[config.mk]
export PLATFORM = sky130hd
export DESIGN_NAME = split_bus
export DESIGN_NICKNAME = d
export VERILOG_FILES = /design/src/rtl/split_pkg.sv /design/src/rtl/split_decode.sv /design/src/rtl/split_reply.sv /design/src/rtl/split_bus.sv
export SDC_FILE = /design/constraint.sdc
export NUM_CORES = 1
export LEC_CHECK = 0
export CELL_PAD_IN_SITES_DETAIL_PLACEMENT = 1
export CELL_PAD_IN_SITES_GLOBAL_PLACEMENT = 1
export CORE_ASPECT_RATIO = 1.2
export CORE_MARGIN = 3
export CORE_UTILIZATION = 24
export CTS_BUF_LIST = sky130_fd_sc_hd__clkbuf_16
export DETAILED_ROUTE_END_ITERATION = 6
export GPL_TIMING_DRIVEN = 0
export PLACE_DENSITY = 0.82
export SLEW_MARGIN = 5
export SYNTH_ARGS = -nofsm -noshare
export SYNTH_HDL_FRONTEND = slang
export SYNTH_HIERARCHICAL = 1
export SYNTH_SLANG_ARGS = --single-unit
[constraint.sdc]
create_clock -name clk -period 2.67 [get_ports clk]
set_input_delay 0.6675 -clock clk [delete_from_list [all_inputs] [get_ports clk]]
set_output_delay 0.6675 -clock clk [all_outputs]
set_load 0.02 [all_outputs]
[src/rtl/split_pkg.sv]
package split_pkg;
  // One port's handshake reply, bundled for internal routing.
  typedef struct packed {
    logic ready;
    logic nomore;
    logic ack;
    logic unknown;
  } reply_t;
endpackage

[src/rtl/split_decode.sv]
module split_decode #(
  parameter int unsigned NUM_PORTS = 3,
  parameter int unsigned ADDR_W    = 16,
  parameter int unsigned LOG2_W    = 8,
  parameter logic [NUM_PORTS-1:0][ADDR_W-1:0] PORT_BASE = '0,
  parameter logic [NUM_PORTS-1:0][LOG2_W-1:0] PORT_LOG2 = '0,
  localparam int unsigned IDX_W = (NUM_PORTS > 1) ? $clog2(NUM_PORTS) : 1
) (
  input  logic [ADDR_W-1:0] addr,
  output logic              hit,
  output logic [IDX_W-1:0]  idx,
  output logic [ADDR_W-1:0] rel
);
  logic [NUM_PORTS-1:0]             hit_v;
  logic [NUM_PORTS-1:0][ADDR_W-1:0] mask_v;

  for (genvar i = 0; i < NUM_PORTS; i++) begin : g_win
    assign hit_v[i]  = (addr >> PORT_LOG2[i]) == (PORT_BASE[i] >> PORT_LOG2[i]);
    assign mask_v[i] = (ADDR_W'(1) << PORT_LOG2[i]) - ADDR_W'(1);
  end

  // Lowest index wins: scan downward so the last assignment is the lowest hit.
  always_comb begin
    hit = |hit_v;
    idx = '0;
    rel = '0;
    for (int i = NUM_PORTS - 1; i >= 0; i--) begin
      if (hit_v[i]) begin
        idx = IDX_W'(i);
        rel = addr & mask_v[i];
      end
    end
  end
endmodule

[src/rtl/split_reply.sv]
module split_reply
  import split_pkg::*;
#(
  parameter int unsigned NUM_PORTS = 3,
  parameter int unsigned DATA_W    = 32,
  localparam int unsigned IDX_W = (NUM_PORTS > 1) ? $clog2(NUM_PORTS) : 1
) (
  input  logic                             busy,
  input  logic                             is_rd,
  input  logic [IDX_W-1:0]                 sel,
  input  logic [NUM_PORTS-1:0][DATA_W-1:0] pt_rdata,
  input  logic [NUM_PORTS-1:0]             pt_ready,
  input  logic [NUM_PORTS-1:0]             pt_nomore,
  input  logic [NUM_PORTS-1:0]             pt_ack,
  input  logic [NUM_PORTS-1:0]             pt_unknown,
  output reply_t                           fwd,
  output logic [DATA_W-1:0]                fwd_rdata,
  output logic                             done
);
  logic live;
  assign live = busy && (32'(sel) < NUM_PORTS);

  always_comb begin
    fwd.ready   = live &&  is_rd && pt_ready[sel];
    fwd.ack     = live && !is_rd && pt_ack[sel];
    fwd.nomore  = live && pt_nomore[sel];
    fwd.unknown = live && pt_unknown[sel];
    fwd_rdata   = fwd.ready ? pt_rdata[sel] : '0;
    done        = |fwd;
  end
endmodule

[src/rtl/split_bus.sv]
module split_bus
  import split_pkg::*;
#(
  parameter int unsigned NUM_PORTS = 3,
  parameter int unsigned ADDR_W    = 16,
  parameter int unsigned DATA_W    = 32,
  parameter int unsigned LOG2_W    = 8,
  parameter logic [NUM_PORTS-1:0][ADDR_W-1:0] PORT_BASE = {16'h8000, 16'h8000, 16'hA000},
  parameter logic [NUM_PORTS-1:0][LOG2_W-1:0] PORT_LOG2 = {8'd12, 8'd6, 8'd8},
  localparam int unsigned IDX_W = (NUM_PORTS > 1) ? $clog2(NUM_PORTS) : 1
) (
  input  logic                             clk,
  input  logic                             rst_n,
  input  logic                             up_rd,
  input  logic                             up_wr,
  input  logic [ADDR_W-1:0]                up_addr,
  input  logic [DATA_W-1:0]                up_wdata,
  output logic [DATA_W-1:0]                up_rdata,
  output logic                             up_ready,
  output logic                             up_nomore,
  output logic                             up_ack,
  output logic                             up_unknown,
  output logic [NUM_PORTS-1:0]             pt_rd,
  output logic [NUM_PORTS-1:0]             pt_wr,
  output logic [ADDR_W-1:0]                pt_addr,
  output logic [DATA_W-1:0]                pt_wdata,
  input  logic [NUM_PORTS-1:0][DATA_W-1:0] pt_rdata,
  input  logic [NUM_PORTS-1:0]             pt_ready,
  input  logic [NUM_PORTS-1:0]             pt_nomore,
  input  logic [NUM_PORTS-1:0]             pt_ack,
  input  logic [NUM_PORTS-1:0]             pt_unknown
);
  logic              dec_hit;
  logic [IDX_W-1:0]  dec_idx;
  logic [ADDR_W-1:0] dec_rel;
  logic              strobe;

  logic [NUM_PORTS-1:0] rd_q, wr_q;
  logic [ADDR_W-1:0]    rel_q;
  logic [DATA_W-1:0]    wdata_q;
  logic                 busy_q, isrd_q, miss_q;
  logic [IDX_W-1:0]     sel_q;

  reply_t            fwd;
  logic [DATA_W-1:0] fwd_rdata;
  logic              done;

  assign strobe = up_rd | up_wr;

  split_decode #(
    .NUM_PORTS(NUM_PORTS), .ADDR_W(ADDR_W), .LOG2_W(LOG2_W),
    .PORT_BASE(PORT_BASE), .PORT_LOG2(PORT_LOG2)
  ) u_dec (
    .addr(up_addr), .hit(dec_hit), .idx(dec_idx), .rel(dec_rel)
  );

  always_ff @(posedge clk) begin
    if (!rst_n) begin
      rd_q    <= '0;
      wr_q    <= '0;
      rel_q   <= '0;
      wdata_q <= '0;
      busy_q  <= 1'b0;
      isrd_q  <= 1'b0;
      miss_q  <= 1'b0;
      sel_q   <= '0;
    end else begin
      rd_q   <= '0;
      wr_q   <= '0;
      miss_q <= 1'b0;
      if (strobe) begin
        isrd_q <= up_rd;
        if (dec_hit) begin
          rd_q[dec_idx] <= up_rd;
          wr_q[dec_idx] <= ~up_rd;
          rel_q         <= dec_rel;
          wdata_q       <= up_wdata;
          sel_q         <= dec_idx;
          busy_q        <= 1'b1;
        end else begin
          miss_q <= 1'b1;
          busy_q <= 1'b0;
        end
      end else if (done) begin
        busy_q <= 1'b0;
      end
    end
  end

  split_reply #(.NUM_PORTS(NUM_PORTS), .DATA_W(DATA_W)) u_rep (
    .busy(busy_q), .is_rd(isrd_q), .sel(sel_q),
    .pt_rdata(pt_rdata), .pt_ready(pt_ready), .pt_nomore(pt_nomore),
    .pt_ack(pt_ack), .pt_unknown(pt_unknown),
    .fwd(fwd), .fwd_rdata(fwd_rdata), .done(done)
  );

  assign pt_rd      = rd_q;
  assign pt_wr      = wr_q;
  assign pt_addr    = rel_q;
  assign pt_wdata   = wdata_q;
  assign up_rdata   = fwd_rdata;
  assign up_ready   = fwd.ready;
  assign up_nomore  = fwd.nomore;
  assign up_ack     = fwd.ack;
  assign up_unknown = fwd.unknown | miss_q;
endmodule

# [Yosys cells after proc, flatten, opt, wreduce, memory -nomap -nowiden]
# Cells that the tools add are included.
[word_totals] reg_bits=59 in_bits=160 output_inout_bits=90 wordCells=58
[classes] n_reduce_logical=15 n_lt_le_gt_ge=4 bitwise_logic=5 muxes=23 n_eq_ne=3
[op_table] operator="32-bit binary-select mux with 2-bit select" n=1
[op_table] operator="32-bit two-way mux" n=2
[op_table] operator="16-bit two-way mux" n=2
[op_table] operator="12-bit two-way mux" n=1
[op_table] operator="10-bit == test, second input constant" n=1
[op_table] operator="1-bit two-way mux" n=9
[op_table] operator="1-bit binary-select mux with 2-bit select" n=4
[op_table] operator="8-bit == test, second input constant" n=1
[op_table] operator="1-bit logical AND" n=8
[op_table] operator="3-bit AND" n=2
[op_table] operator="2-bit by 3-bit less-than comparator with 1-bit output, second input constant" n=2
[op_table] operator="2-bit two-way mux" n=3
[op_table] operator="4-bit == test, second input constant" n=1
[op_table] operator="2-bit AND reduction" n=2
[op_table] operator="4-bit OR reduction" n=1
[op_table] operator="3-bit AND reduction" n=1
[op_table] operator="3-bit OR reduction" n=1
[op_table] operator="1-bit demux with 2-bit select" n=1
[op_table] operator="2-bit by 1-bit greater-or-equal comparator with 1-bit output, second input constant" n=1
[op_table] operator="2-bit less-than comparator, second input constant" n=1
[op_table] operator="1-bit bitwise OR" n=2
[op_table] operator="2-bit nonzero test" n=1
[op_table] operator="1-bit zero test" n=1
[op_table] operator="1-bit NOT" n=1

# [Depth between registers and ports, before layout]
# Gate-level depths: netlist (run 1).
[logic_depth] word_depth=9 depth_mapped=7 mapped_depth_nobuf=6

# [Modules after synthesis]
# Netlist (run 1), hierarchy kept.
[modules_own_cells] mod="split_bus" cells_per_inst=247 area_per_inst_um2=2346.0 instances=1 seq_area_each_um2=1181.1
[modules_own_cells] mod="split_reply" cells_per_inst=167 area_per_inst_um2=959.7 instances=1 seq_area_each_um2=0.0
[modules_own_cells] mod="split_decode" cells_per_inst=26 area_per_inst_um2=234.0 instances=1 seq_area_each_um2=0.0

# [Worst setup path after synthesis (run 1)]
# No wires, ideal clock.
[synth_path] kind="input to output" startpoint="in pt_ready[2]" endpoint="out up_rdata[0]" slack_ps=492 t_arrival_ps=1510 required_time_ps=2003 n_path_buf=1 cell_stages=5 path_cell_list="mux2i_1 > o2bb2ai_1 > nand3_2 > buf_2 > nor2_1"
[synth_between] elab_chain_cells=4
[synth_rtl] element="from (decl)" line="split_bus.sv:28" source="input logic [NUM_PORTS-1:0] pt_ready,"
[synth_rtl] element="1-bit binary-select mux with 2-bit select" line="split_reply.sv:24" source="fwd.ready = live && is_rd && pt_ready[sel];"
[synth_rtl] element="1-bit two-way mux (implied by the code)" line="split_reply.sv:24"
[synth_rtl] element="1-bit logical AND" line="split_reply.sv:24"
[synth_rtl] element="32-bit two-way mux" line="split_reply.sv:28" source="fwd_rdata = fwd.ready ? pt_rdata[sel] : '0;"
[synth_rtl] element="to (decl)" line="split_bus.sv:18" source="output logic [DATA_W-1:0] up_rdata,"
# No other way between the ends. The select of a mux whose other input is x is not followed.

# [Final worst setup path (run 1)]
[layout_path] startpoint="reg sel_q[1]" endpoint="out up_rdata[14]"
[layout_between] elab_chain_cells=5 elab_cells_between_ends=9 cone_classes="order compare: 1; mux: 5; reduce/logical: 3"
[layout_rtl] element="from (decl)" line="split_bus.sv:42" source="logic [IDX_W-1:0] sel_q;"
[layout_rtl] element="from (signal assigned)" line="split_bus.sv:78" source="sel_q <= dec_idx;"
[layout_rtl] element="2-bit less-than comparator" line="split_reply.sv:21" source="assign live = busy && (32'(sel) < NUM_PORTS);"
[layout_rtl] element="1-bit logical AND" line="split_reply.sv:21"
[layout_rtl] element="1-bit logical AND (2 in a row)" line="split_reply.sv:24"
[layout_rtl] element="32-bit two-way mux (*)" line="split_reply.sv:28"
# Mark *: on every way between the ends. The rest lies on a longest branch, timed or not. The select of a mux whose other input is x is not followed.

==> results.py, run 1 <==
metrics = {
    "run_status": {
        "status": "finished, final reports clean",
    },
    "pwr": {
        "p_int_mw": 1.79,
        "ir_drop_mv": 0.270,
        "swShare": 0.234,
        "pwr-share-seq": 0.387,
        "p_sw_mw": 0.546,
        "power_density_nw_per_um2": 363,
        "pwr-share-comb": 0.196,
        "pwr-share-clk": 0.417,
        "leakage_nw": 2.40,
    },
    "yosys": {
        "ys_async_sr_fraction": 0,
        "synth_edf_count": 0,
        "synth_cell_types": 38,
        "ys.warnings.count": 6,
        "syn_area_um2": 3540,
        "synthCells": 440,
        "yosysSeqAreaShare": 0.334,
        "postSynthAreaPerCell_um2": 8.04,
        "ys.flop_type": "dfxtp_1",
        "ys_ff_latch": 59,
    },
    "floorplan": {
        "rows": 48,
        "dieArea_um2": 16200,
        "start_util": 0.246,
        "die_x_um": 117,
        "design.core.area_um2": 14400,
        "num_io_pins": 250,
        "dieHeight_um": 139,
    },
    "timing": {
        "setup_violations": 0,
        "worst_pin_slew_ns": 0.526,
        "finClkSkew_ns": 0.00761,
        "period_share": 0.958,
        "layout_setup_ws_ns": 0.112,
        "holdWs_ns": 0.457,
        "finalCriticalPeriod_ns": 2.56,
        "slew_violations": 0,
        "max_freq_mhz": 391,
        "hold_violations": 0,
        "slew_headroom": 0.649,
    },
    "clock_tree": {
        "cts_tree": "yes",
        "clk_latency_ns": 0.32,
        "h-tree-depth": 3,
        "numCtsBuffers": 9,
        "cts.sinks": 59,
        "clk_pin_slew_ns": 0.05,
        "root_buffer": "clkbuf_16",
        "cts_hold_buffers": 0,
        "cts_buffer_depth": 2,
    },
    "placed_design": {
        "hpwlAfterDp_um": 13000,
        "dpl_cell_area_um2": 6240,
        "routabilityCongestion": 0.871,
        "port_buffers": 247,
        "place_ws_ns": -0.703,
        "dp.cells": 865,
    },
    "final_layout": {
        "multi_input_area_um2": 2110,
        "nFillCells": 1755,
        "syn2layout_area_growth_pct": 82.1,
        "nets": 864,
        "seqCellArea_um2": 1180,
        "fin_cells": 882,
        "fin_area_um2": 6450,
        "num_antenna_cells": 0,
        "drive_above_1_share": 0.134,
        "fin_util": 0.447,
    },
    "route": {
        "initialDrtViolationCount": 84,
        "vias": 4077,
        "wl_per_cell_um": 17.9,
        "detail-route-antenna-nets": 0,
        "drc": 0,
        "vias_per_cell": 4.62,
        "routed_wl_um": 15800,
        "first_pass_iters": 4,
    },
    "critical_path": {
        "crit_required_ns": 2.00,
        "start_kind": "flop",
        "reg2reg_depth": 8,
        "cp_max_fo": 10,
        "worst_ep_arrival_time_ns": 1.89,
        "slowest_delay_ns": 0.40,
        "crit_path_cell_trace": "buf_6 -> buf_2 -> mux2i_1 -> nor2_1 -> a21oi_1 -> nor2_1 -> buf_2",
        "cp-end-kind": "output pin",
        "path_class": "flop to output pin",
        "slowest_stage": "dfxtp_2",
    },
    "global_routing": {
        "grt_pass1_wl_um": 23400,
        "grt_pass1_vias": 4400,
        "grt_use_total": 0.184,
        "grt_max_degree": 11,
        "gr-total-overflow": 0,
        "grt_antenna_before_repair": 0,
    },
    "min_path": {
        "hp-class": "flop to flop",
        "whs_path_depth": 2,
    },
    "run": {
        "cap_viol_max_count": 0,
    },
}
[per-layer routing]
metal,up-vias,global-route usage,wire (um)
met5,-,0,0
li1,1988,-,-
met1,1886,0.185,5650
met4,0,0.0640,447
met2,178,0.338,8020
met3,25,0.0694,1660
[critical path: cells and delay by family (launching register included)]
kind            cells  cell delay [ns]
compound gates      1             0.14
buf+inv             3             0.66
flops               1             0.40
mux                 1             0.24
simple gates        2             0.12
[repair_timing]
item                       in CTS  in global routing
pin swaps                       1                  0
buffers inserted                2                  0
setup endpoints to repair      36                 26
cloned                          1                  0
gates resized for setup       163                 16
[worst paths after layout]
check | start | to | slack [ns]
hold / removal | pt_wdata[10] | pt_wdata[10] | 0.46
hold reg to reg | pt_wdata[10] | pt_wdata[10] | 0.46
setup / recovery | sel_q[1] | up_rdata[14] | 0.11
setup reg to reg | sel_q[1] | busy_q | 0.59
[cell usage after synthesis, types with 4 or more instances]
master | number | area, um^2
nor2_1 | 68 | 255
buf_6 | 4 | 45.0
nor3_1 | 4 | 20.0
nand2_1 | 103 | 387
buf_4 | 6 | 45.0
buf_2 | 8 | 40.0
dfxtp_1 | 59 | 1180
clkbuf_1 | 14 | 52.6
mux2i_1 | 86 | 861
nor3b_1 | 8 | 60.1
buf_12 | 4 | 80.1
nor2b_1 | 4 | 25.0
a21oi_1 | 35 | 175
[stage by stage]
| stage | total power, mW | setup TNS (ns) |
|---|---|---|
| after global routing | 2.45 | -0.000374 |
| final | 2.34 | 0 |
| after floorplan | 1.07 | 0 |
| after detailed placement | 1.38 | -26.61 |
| after CTS | 2.38 | -0.0566 |
| after global placement | 1.37 | -24.05 |
[sequential cells by signal, indices dropped and copies added, names as in the netlist]
register,cells
busy_q,1
pt_addr,16
isrd_q,1
sel_q,2
miss_q,1
pt_wr,3
pt_wdata,32
pt_rd,3
[kinds of logic after synthesis]
logic type | count (synthesis) | share of synthesized area
flops | 59 | 0.334
mux | 87 | 0.246
simple gates | 207 | 0.265
other cells | 1 | 0.00106
compound gates | 44 | 0.0696
buf+inv | 42 | 0.0838
[power by group through the flow]
| stage | combinational [mW] | clock (mW) | sequential, mW |
|---|---|---|---|
| finish | 0.457 | 0.975 | 0.905 |
| global placement | 0.449 | 0 | 0.921 |
| floorplan | 0.140 | 0 | 0.935 |
| detailed placement | 0.458 | 0 | 0.922 |
| global route | 0.493 | 1.05 | 0.906 |
| CTS | 0.463 | 1.01 | 0.905 |
[final cells by class]
class | count | share of cell area
timing repair buffer | 250 | 0.365
multi-input combinational | 342 | 0.328
sequential | 59 | 0.183
buffer | 40 | 0.0497
clock buffer | 9 | 0.0349
tap | 175 | 0.0340
clock inverter | 5 | 0.00369
inverter | 2 | 0.00116
[layout by cell type (no fill, tap or decap), types with 4 or more instances in the layout]
cell,instances
nand2_1,103
clkbuf_2,4
buf_2,32
clkbuf_16,9
nor3_1,4
a21oi_1,34
buf_6,12
nor3b_1,8
nor2_2,4
nor2b_1,4
nor2_1,63
buf_4,8
mux2i_1,85
buf_12,4
clkbuf_1,12
clkdlybuf4s50_1,208
dfxtp_1,58
conb_1,4
Note: power is estimated with default switching activity, not from simulation.
==> run 2: changes to the inputs <==
ABC_AREA = 0   (was unset)
==> results of run 2 <==
The final DEF is identical to that of run 1; final timing and power are the same.
